File: src/rtl/aper_pkg.sv
`timescale 1ns/1ps
package aper_pkg;
  localparam logic [7:0] OFS_CFG  = 8'h24;
  localparam logic [7:0] OFS_PTR  = 8'h28;
  localparam logic [7:0] OFS_DATA = 8'h2c;
  localparam int PAGE_SHIFT = 12;

  typedef struct packed {
    logic tblWe;      // store write data into the pointed entry
    logic enable;     // translation enable
    logic ptrInRange; // pointer lies inside the aperture
  } ctlStrb_t;
endpackage

File: src/rtl/aper_ctrl.sv
`timescale 1ns/1ps
module aper_ctrl
  import aper_pkg::*;
#(
  parameter logic [31:0] APER_BASE  = 32'h5800_0000,
  parameter int          PAGE_COUNT = 16,
  parameter int          IDXW       = 4
) (
  input  logic            clk,
  input  logic            rstN,
  input  logic            regWrite,
  input  logic [7:0]      regOffset,
  input  logic [31:0]     regWdata,
  output logic [31:0]     regRdata,
  input  logic [31:0]     tblRdata,
  output logic [IDXW-1:0] ptrIdx,
  output ctlStrb_t        strb
);
  localparam logic [32:0] APER_LIMIT = {1'b0, APER_BASE} + 33'(PAGE_COUNT) * 33'd4096;

  logic        cfgEn;
  logic [19:0] ptrPage;
  logic [31:0] ptrAddr;
  logic [31:0] ptrDiff;
  logic        ptrInRange;

  assign ptrAddr    = {ptrPage, 12'h000};
  assign ptrDiff    = ptrAddr - APER_BASE;
  assign ptrInRange = ({1'b0, ptrAddr} >= {1'b0, APER_BASE}) && ({1'b0, ptrAddr} < APER_LIMIT);
  assign ptrIdx     = ptrDiff[PAGE_SHIFT +: IDXW];

  always_ff @(posedge clk or negedge rstN) begin
    if (!rstN) begin
      cfgEn   <= 1'b0;
      ptrPage <= '0;
    end else if (regWrite) begin
      if (regOffset == OFS_CFG) cfgEn   <= regWdata[0];
      if (regOffset == OFS_PTR) ptrPage <= regWdata[31:12];
    end
  end

  always_comb begin
    strb.tblWe      = regWrite && (regOffset == OFS_DATA) && ptrInRange;
    strb.enable     = cfgEn;
    strb.ptrInRange = ptrInRange;
  end

  always_comb begin
    case (regOffset)
      OFS_CFG:  regRdata = {31'b0, cfgEn};
      OFS_PTR:  regRdata = ptrAddr;
      OFS_DATA: regRdata = ptrInRange ? tblRdata : 32'h0;
      default:  regRdata = 32'h0;
    endcase
  end

  AST_DATA_WRITE_LANDS: assert property (@(posedge clk) disable iff (!rstN)
    strb.tblWe |=> (tblRdata == $past(regWdata))) else $error("data write lost");

  AST_CFG_READBACK: assert property (@(posedge clk) disable iff (!rstN)
    (regWrite && regOffset == OFS_CFG) |=>
      ((regOffset != OFS_CFG) || (regRdata == {31'b0, $past(regWdata[0])}))) else $error("cfg readback");
endmodule

File: src/rtl/aper_dp.sv
`timescale 1ns/1ps
module aper_dp
  import aper_pkg::*;
#(
  parameter logic [31:0] APER_BASE  = 32'h5800_0000,
  parameter int          PAGE_COUNT = 16,
  parameter int          IDXW       = 4
) (
  input  logic            clk,
  input  logic            rstN,
  input  ctlStrb_t        strb,
  input  logic [IDXW-1:0] ptrIdx,
  input  logic [31:0]     wdata,
  output logic [31:0]     tblRdata,
  input  logic            reqValid,
  input  logic [31:0]     reqAddr,
  output logic            rspValid,
  output logic            rspHit,
  output logic            rspMiss,
  output logic [31:0]     rspAddr
);
  localparam logic [32:0] APER_LIMIT = {1'b0, APER_BASE} + 33'(PAGE_COUNT) * 33'd4096;

  logic [31:0] tbl [PAGE_COUNT];

  for (genvar g = 0; g < PAGE_COUNT; g++) begin : gEntry
    always_ff @(posedge clk or negedge rstN) begin
      if (!rstN) tbl[g] <= '0;
      else if (strb.tblWe && ptrIdx == IDXW'(g)) tbl[g] <= wdata;
    end
  end

  assign tblRdata = (int'(ptrIdx) < PAGE_COUNT) ? tbl[ptrIdx] : 32'h0;

  logic [31:0]     reqDiff;
  logic [IDXW-1:0] reqIdx;
  logic            reqInRange;
  logic [31:0]     selEntry;
  logic            hitNow;

  assign reqDiff    = reqAddr - APER_BASE;
  assign reqIdx     = reqDiff[PAGE_SHIFT +: IDXW];
  assign reqInRange = ({1'b0, reqAddr} >= {1'b0, APER_BASE}) && ({1'b0, reqAddr} < APER_LIMIT);
  assign selEntry   = (int'(reqIdx) < PAGE_COUNT) ? tbl[reqIdx] : 32'h0;
  assign hitNow     = strb.enable && reqInRange && selEntry[31];

  always_ff @(posedge clk or negedge rstN) begin
    if (!rstN) begin
      rspValid <= 1'b0;
      rspHit   <= 1'b0;
      rspMiss  <= 1'b0;
      rspAddr  <= '0;
    end else begin
      rspValid <= reqValid;
      rspHit   <= reqValid && hitNow;
      rspMiss  <= reqValid && !hitNow;
      rspAddr  <= (reqValid && hitNow) ? {1'b0, selEntry[30:12], reqAddr[11:0]} : 32'h0;
    end
  end

  AST_RSP_LATENCY: assert property (@(posedge clk) disable iff (!rstN)
    reqValid |=> rspValid) else $error("missing response");
  AST_NO_SPURIOUS_RSP: assert property (@(posedge clk) disable iff (!rstN)
    !reqValid |=> !rspValid) else $error("spurious response");
  AST_HIT_MISS_EXCL: assert property (@(posedge clk) disable iff (!rstN)
    rspValid |-> (rspHit ^ rspMiss)) else $error("hit/miss clash");
  AST_OFFSET_PASS: assert property (@(posedge clk) disable iff (!rstN)
    rspHit |-> (rspAddr[11:0] == $past(reqAddr[11:0]))) else $error("offset altered");
  AST_MISS_OUT_RANGE: assert property (@(posedge clk) disable iff (!rstN)
    (reqValid && !reqInRange) |=> (rspMiss && rspAddr == 32'h0)) else $error("out-of-window hit");
  AST_MISS_DISABLED: assert property (@(posedge clk) disable iff (!rstN)
    (reqValid && !strb.enable) |=> rspMiss) else $error("hit while disabled");
endmodule

File: src/rtl/aper_remap.sv
`timescale 1ns/1ps
module aper_remap
  import aper_pkg::*;
#(
  parameter logic [31:0] APER_BASE  = 32'h5800_0000,
  parameter int          PAGE_COUNT = 16
) (
  input  logic        clk,
  input  logic        rstN,
  input  logic        regWrite,
  input  logic [7:0]  regOffset,
  input  logic [31:0] regWdata,
  output logic [31:0] regRdata,
  input  logic        reqValid,
  input  logic [31:0] reqAddr,
  output logic        rspValid,
  output logic        rspHit,
  output logic        rspMiss,
  output logic [31:0] rspAddr
);
  localparam int IDXW = (PAGE_COUNT > 1) ? $clog2(PAGE_COUNT) : 1;

  ctlStrb_t        strb;
  logic [IDXW-1:0] ptrIdx;
  logic [31:0]     tblRdata;

  aper_ctrl #(.APER_BASE(APER_BASE), .PAGE_COUNT(PAGE_COUNT), .IDXW(IDXW)) uCtrl (
    .clk(clk), .rstN(rstN), .regWrite(regWrite), .regOffset(regOffset),
    .regWdata(regWdata), .regRdata(regRdata), .tblRdata(tblRdata),
    .ptrIdx(ptrIdx), .strb(strb)
  );

  aper_dp #(.APER_BASE(APER_BASE), .PAGE_COUNT(PAGE_COUNT), .IDXW(IDXW)) uDp (
    .clk(clk), .rstN(rstN), .strb(strb), .ptrIdx(ptrIdx), .wdata(regWdata),
    .tblRdata(tblRdata), .reqValid(reqValid), .reqAddr(reqAddr),
    .rspValid(rspValid), .rspHit(rspHit), .rspMiss(rspMiss), .rspAddr(rspAddr)
  );
endmodule

File: config.mk
export PLATFORM = sky130hd
export DESIGN_NAME = aper_remap
export DESIGN_NICKNAME = d
export VERILOG_FILES = /design/src/rtl/aper_pkg.sv /design/src/rtl/aper_ctrl.sv /design/src/rtl/aper_dp.sv /design/src/rtl/aper_remap.sv
export SDC_FILE = /design/constraint.sdc
export NUM_CORES = 1
export LEC_CHECK = 0
export ABC_AREA = 1
export BUFFER_PORTS_ARGS = -buffer_cell sky130_fd_sc_hd__buf_2
export CAP_MARGIN = 20
export CORE_MARGIN = 2
export CORE_UTILIZATION = 55
export CTS_CLUSTER_DIAMETER = 40
export DETAILED_ROUTE_END_ITERATION = 8
export GPL_ROUTABILITY_DRIVEN = 1
export PLACE_DENSITY_LB_ADDON = 0.05
export SLEW_MARGIN = 20
export SYNTH_ARGS = -nofsm -noshare
export SYNTH_HDL_FRONTEND = slang
export SYNTH_SLANG_ARGS = --single-unit
File: constraint.sdc
create_clock -name clk -period 5 [get_ports clk]
set_clock_uncertainty 0.05 [all_clocks]
set_input_delay 0.5 -clock clk [delete_from_list [all_inputs] [get_ports clk]]
set_output_delay 0.5 -clock clk [all_outputs]
set_load 0.01 [all_outputs]
==> reports/summary.txt <==
Final Util: 62.8%
FF-to-FF path depth: 9
Netlist Area Pre-Place: 0.0279 mm^2
CTS Buffer Depth: 3
Area growth syn-to-layout: 12.7%
RSZ-0062 raised after global routing: no
fin crit share: 82.2%
number of global-route vias before repair: 24400
number of gates resized after cts: 0
final setup fails: 0
postcts setup bufs: 0
first-pass GRT wire length: 143000 um
Largest stage delay, worst path: 860 ps
Reg2Reg Launch Point: uCtrl.ptrPage[0]$_DFFE_PN0P_
Initial Util: 55.7%
share of the synthesized area in the top cell type: 50.8%
Slew @ Worst Pin: 1170 ps
max frequency: 0.243 GHz
Final #Nets: 3620
Max stage delay cell, worst path: nand2_4
Die ar.: 0.0526 mm^2
TritonCTS Buffers: 85
CP Capture Type: primary output
Hold Path Stages: 3
post-route ant nets: 0
routability congestion estimate: 0.850
HPWL after detailed placement: 52200 um
reg2reg setup slack: 1530 ps
Data arrival, critical path: 3560 ps
root buf cell: clkbuf_16
Rows: 82
Fin Setup TNS: 0 ps
Avg Inst Size Synth: 7.92 um^2
commonest non-fill, non-tap cell in the layout: nand2_1
Worst Hold Class: input port to flip-flop
clk slew on worst S/H paths: 60 ps
Peak VDD IR: 0.000328 V
synth warn: 0
Async SR Flop Fraction: 100%
largest cells by area after synthesis: dfrtp_1 (51%), nand2_1 (14%), o21ai_0 (5.6%)
CP Cell Sequence: buf_4 > inv_2 > nand2_4 > buf_4 > o22ai_1 > o21ai_0 > nand3_1 > nor2_1 > buf_2
required time of the critical path: 4450 ps
port buffer count: 141
clock sinks: 567
Via density: 5.96
core area: 0.0502 mm^2
CP startpoint kind: flip-flop
largest net degree at the start of global routing: 119
post-route setup slack: 888 ps
number of synthesized register bits: 567
post-synthesis sequential area ratio: 50.8%
Syn Nets: 3600
worst slack at placement: 1590 ps
detailed-route wire length: 92400 um
IO Count: 143
layout cells sized above 1: 12.1%
Slew Viols, Final: 0
Die Y: 229 um
r2r endpoint: uDp.tbl[228]$_DFFE_PN0P_
CP dominant cell by count: buf_4
Syn Inst Count: 3524
minimum clock period: 4110 ps
power per cell area: 362 mW/mm^2
CP Class: flip-flop to primary output
DRT iter0 DRCs: 3047
main flop type after synthesis: dfrtp_1
most frequent cells in the layout: nand2_1 (1033), dfrtp_1 (567), nor2_1 (352), o21ai_0 (314), o21ai_1 (314)
routed via count: 25500
initial antenna violation count: 1
grt total ovfl: 0
Max Cap Viol: 0
leading area contributor after synthesis: dfrtp_1
status: finished, final reports clean
Rel. slew slack: 22.3%
clk_lat worst skew: 620 ps
Wirelength per Cell: 21.6 um
CTS tree: yes
Max H-tree Level: 3
GRT Total Usage: 35.4%
Final Hold Fails: 0
ant diodes: 0
Fin Hold WS: 33.8 ps
leak pwr: 14.9 nW
post-synthesis cell type count: 34
crit path max fanout: 66
Die Span X: 229 um
Hold Startpoint: reqAddr[9]
number of flops mapped to enable cells by yosys: 0
final routed DRC violation total: 0
Hold Path End: uDp.rspAddr[9]$_DFF_PN0_
DRT Pass-1 Iters: 5
-- synthesized netlist by cell type (2+ instances only) --
library cell	count
o21ai_1	314
nand3_2	6
buf_2	68
nand4_1	4
nand2_1	1035
buf_12	2
o21ai_0	314
nand3_1	186
nor3_2	3
clkbuf_1	120
a21oi_1	119
nor2_1	356
nand3_4	10
inv_2	3
buf_1	13
dfrtp_1	567
nor2_8	2
o22ai_1	126
buf_4	10
buf_6	59
o221ai_1	11
nand2_2	4
nor2_2	4
o21ai_2	40
inv_1	139
-- layout make-up --
type | instances | area [um^2]
Clock buffer | 104 | 2350
Clock inverter | 50 | 517
Fill cell | 4379 | 18700
Inverter | 142 | 533
Multi-Input combinational cell | 2543 | 11600
Sequential cell | 567 | 14200
Tap cell | 672 | 841
Timing Repair Buffer | 205 | 1420
-- through the flow --
stage / cell area [um^2] / std cells / power, mW
3_5_place_dp: 28500 / 4125 / 5.51
2_1_floorplan: 27900 / 3524 / 5.14
3_3_place_gp: 28400 / 4121 / 5.48
6_report: 31500 / 4283 / 11.4
5_1_grt: 31500 / 4283 / 11.7
4_1_cts: 31400 / 4281 / 11.4
-- critical path: cells and delay by family, from the launching register on --
| kind | cells | cell delay, ps |
|---|---|---|
| and+or+nand+nor | 3 | 1210 |
| buffers and inverters | 4 | 1110 |
| DFF | 1 | 320 |
| AOI/OAI and AO/OA | 2 | 260 |
-- state kept, by name (all words and copies together) (netlist names) --
register	cells
uDp.rspHit	1
uCtrl.ptrPage	20
uCtrl.cfgEn	1
uDp.tbl	512
uDp.rspAddr	31
uDp.rspMiss	1
uDp.rspValid	1
-- worst max-delay path by stage --
stage                                      start      endpoint  cells after the start
global route        uCtrl.ptrPage[0]$_DFFE_PN0P_   regRdata[0]                     13
CTS                 uCtrl.ptrPage[0]$_DFFE_PN0P_   regRdata[3]                      9
global placement    uCtrl.ptrPage[0]$_DFFE_PN0P_   regRdata[3]                      9
finish              uCtrl.ptrPage[0]$_DFFE_PN0P_   regRdata[3]                      9
floorplan                           regOffset[4]  regRdata[10]                     10
detailed placement  uCtrl.ptrPage[0]$_DFFE_PN0P_   regRdata[3]                      9
-- cells by family after synthesis --
logic type	count (synthesis)	synth area share, %
simple gates	1616	23.6
compound gates	926	17.9
flops	567	50.8
buf+inv	414	7.71
other cells	1	0.0134
-- per-layer routing --
layer  routed length (um)  up-vias  global-route usage (%)
li1                     -    11700                       -
met2                41900     1352                    55.3
met3                 9100      243                    6.55
met1                37500    12200                    48.4
met4                 3860        0                    15.9
met5                    0        -                       0
-- power breakdown --
group	internal [mW]	total (mW)	switching, mW
registers	4.60	4.61	0.00866
logic	0.212	0.834	0.622
clock network	3.69	5.96	2.27
total	8.50	11.4	2.90
-- timing repair --
item                                   in CTS  in global routing
hold buffers                                2                  0
setup endpoints to repair                   0                  0
endpoints found under the hold margin       4                  0
Power figures use the tool's default switching activity.
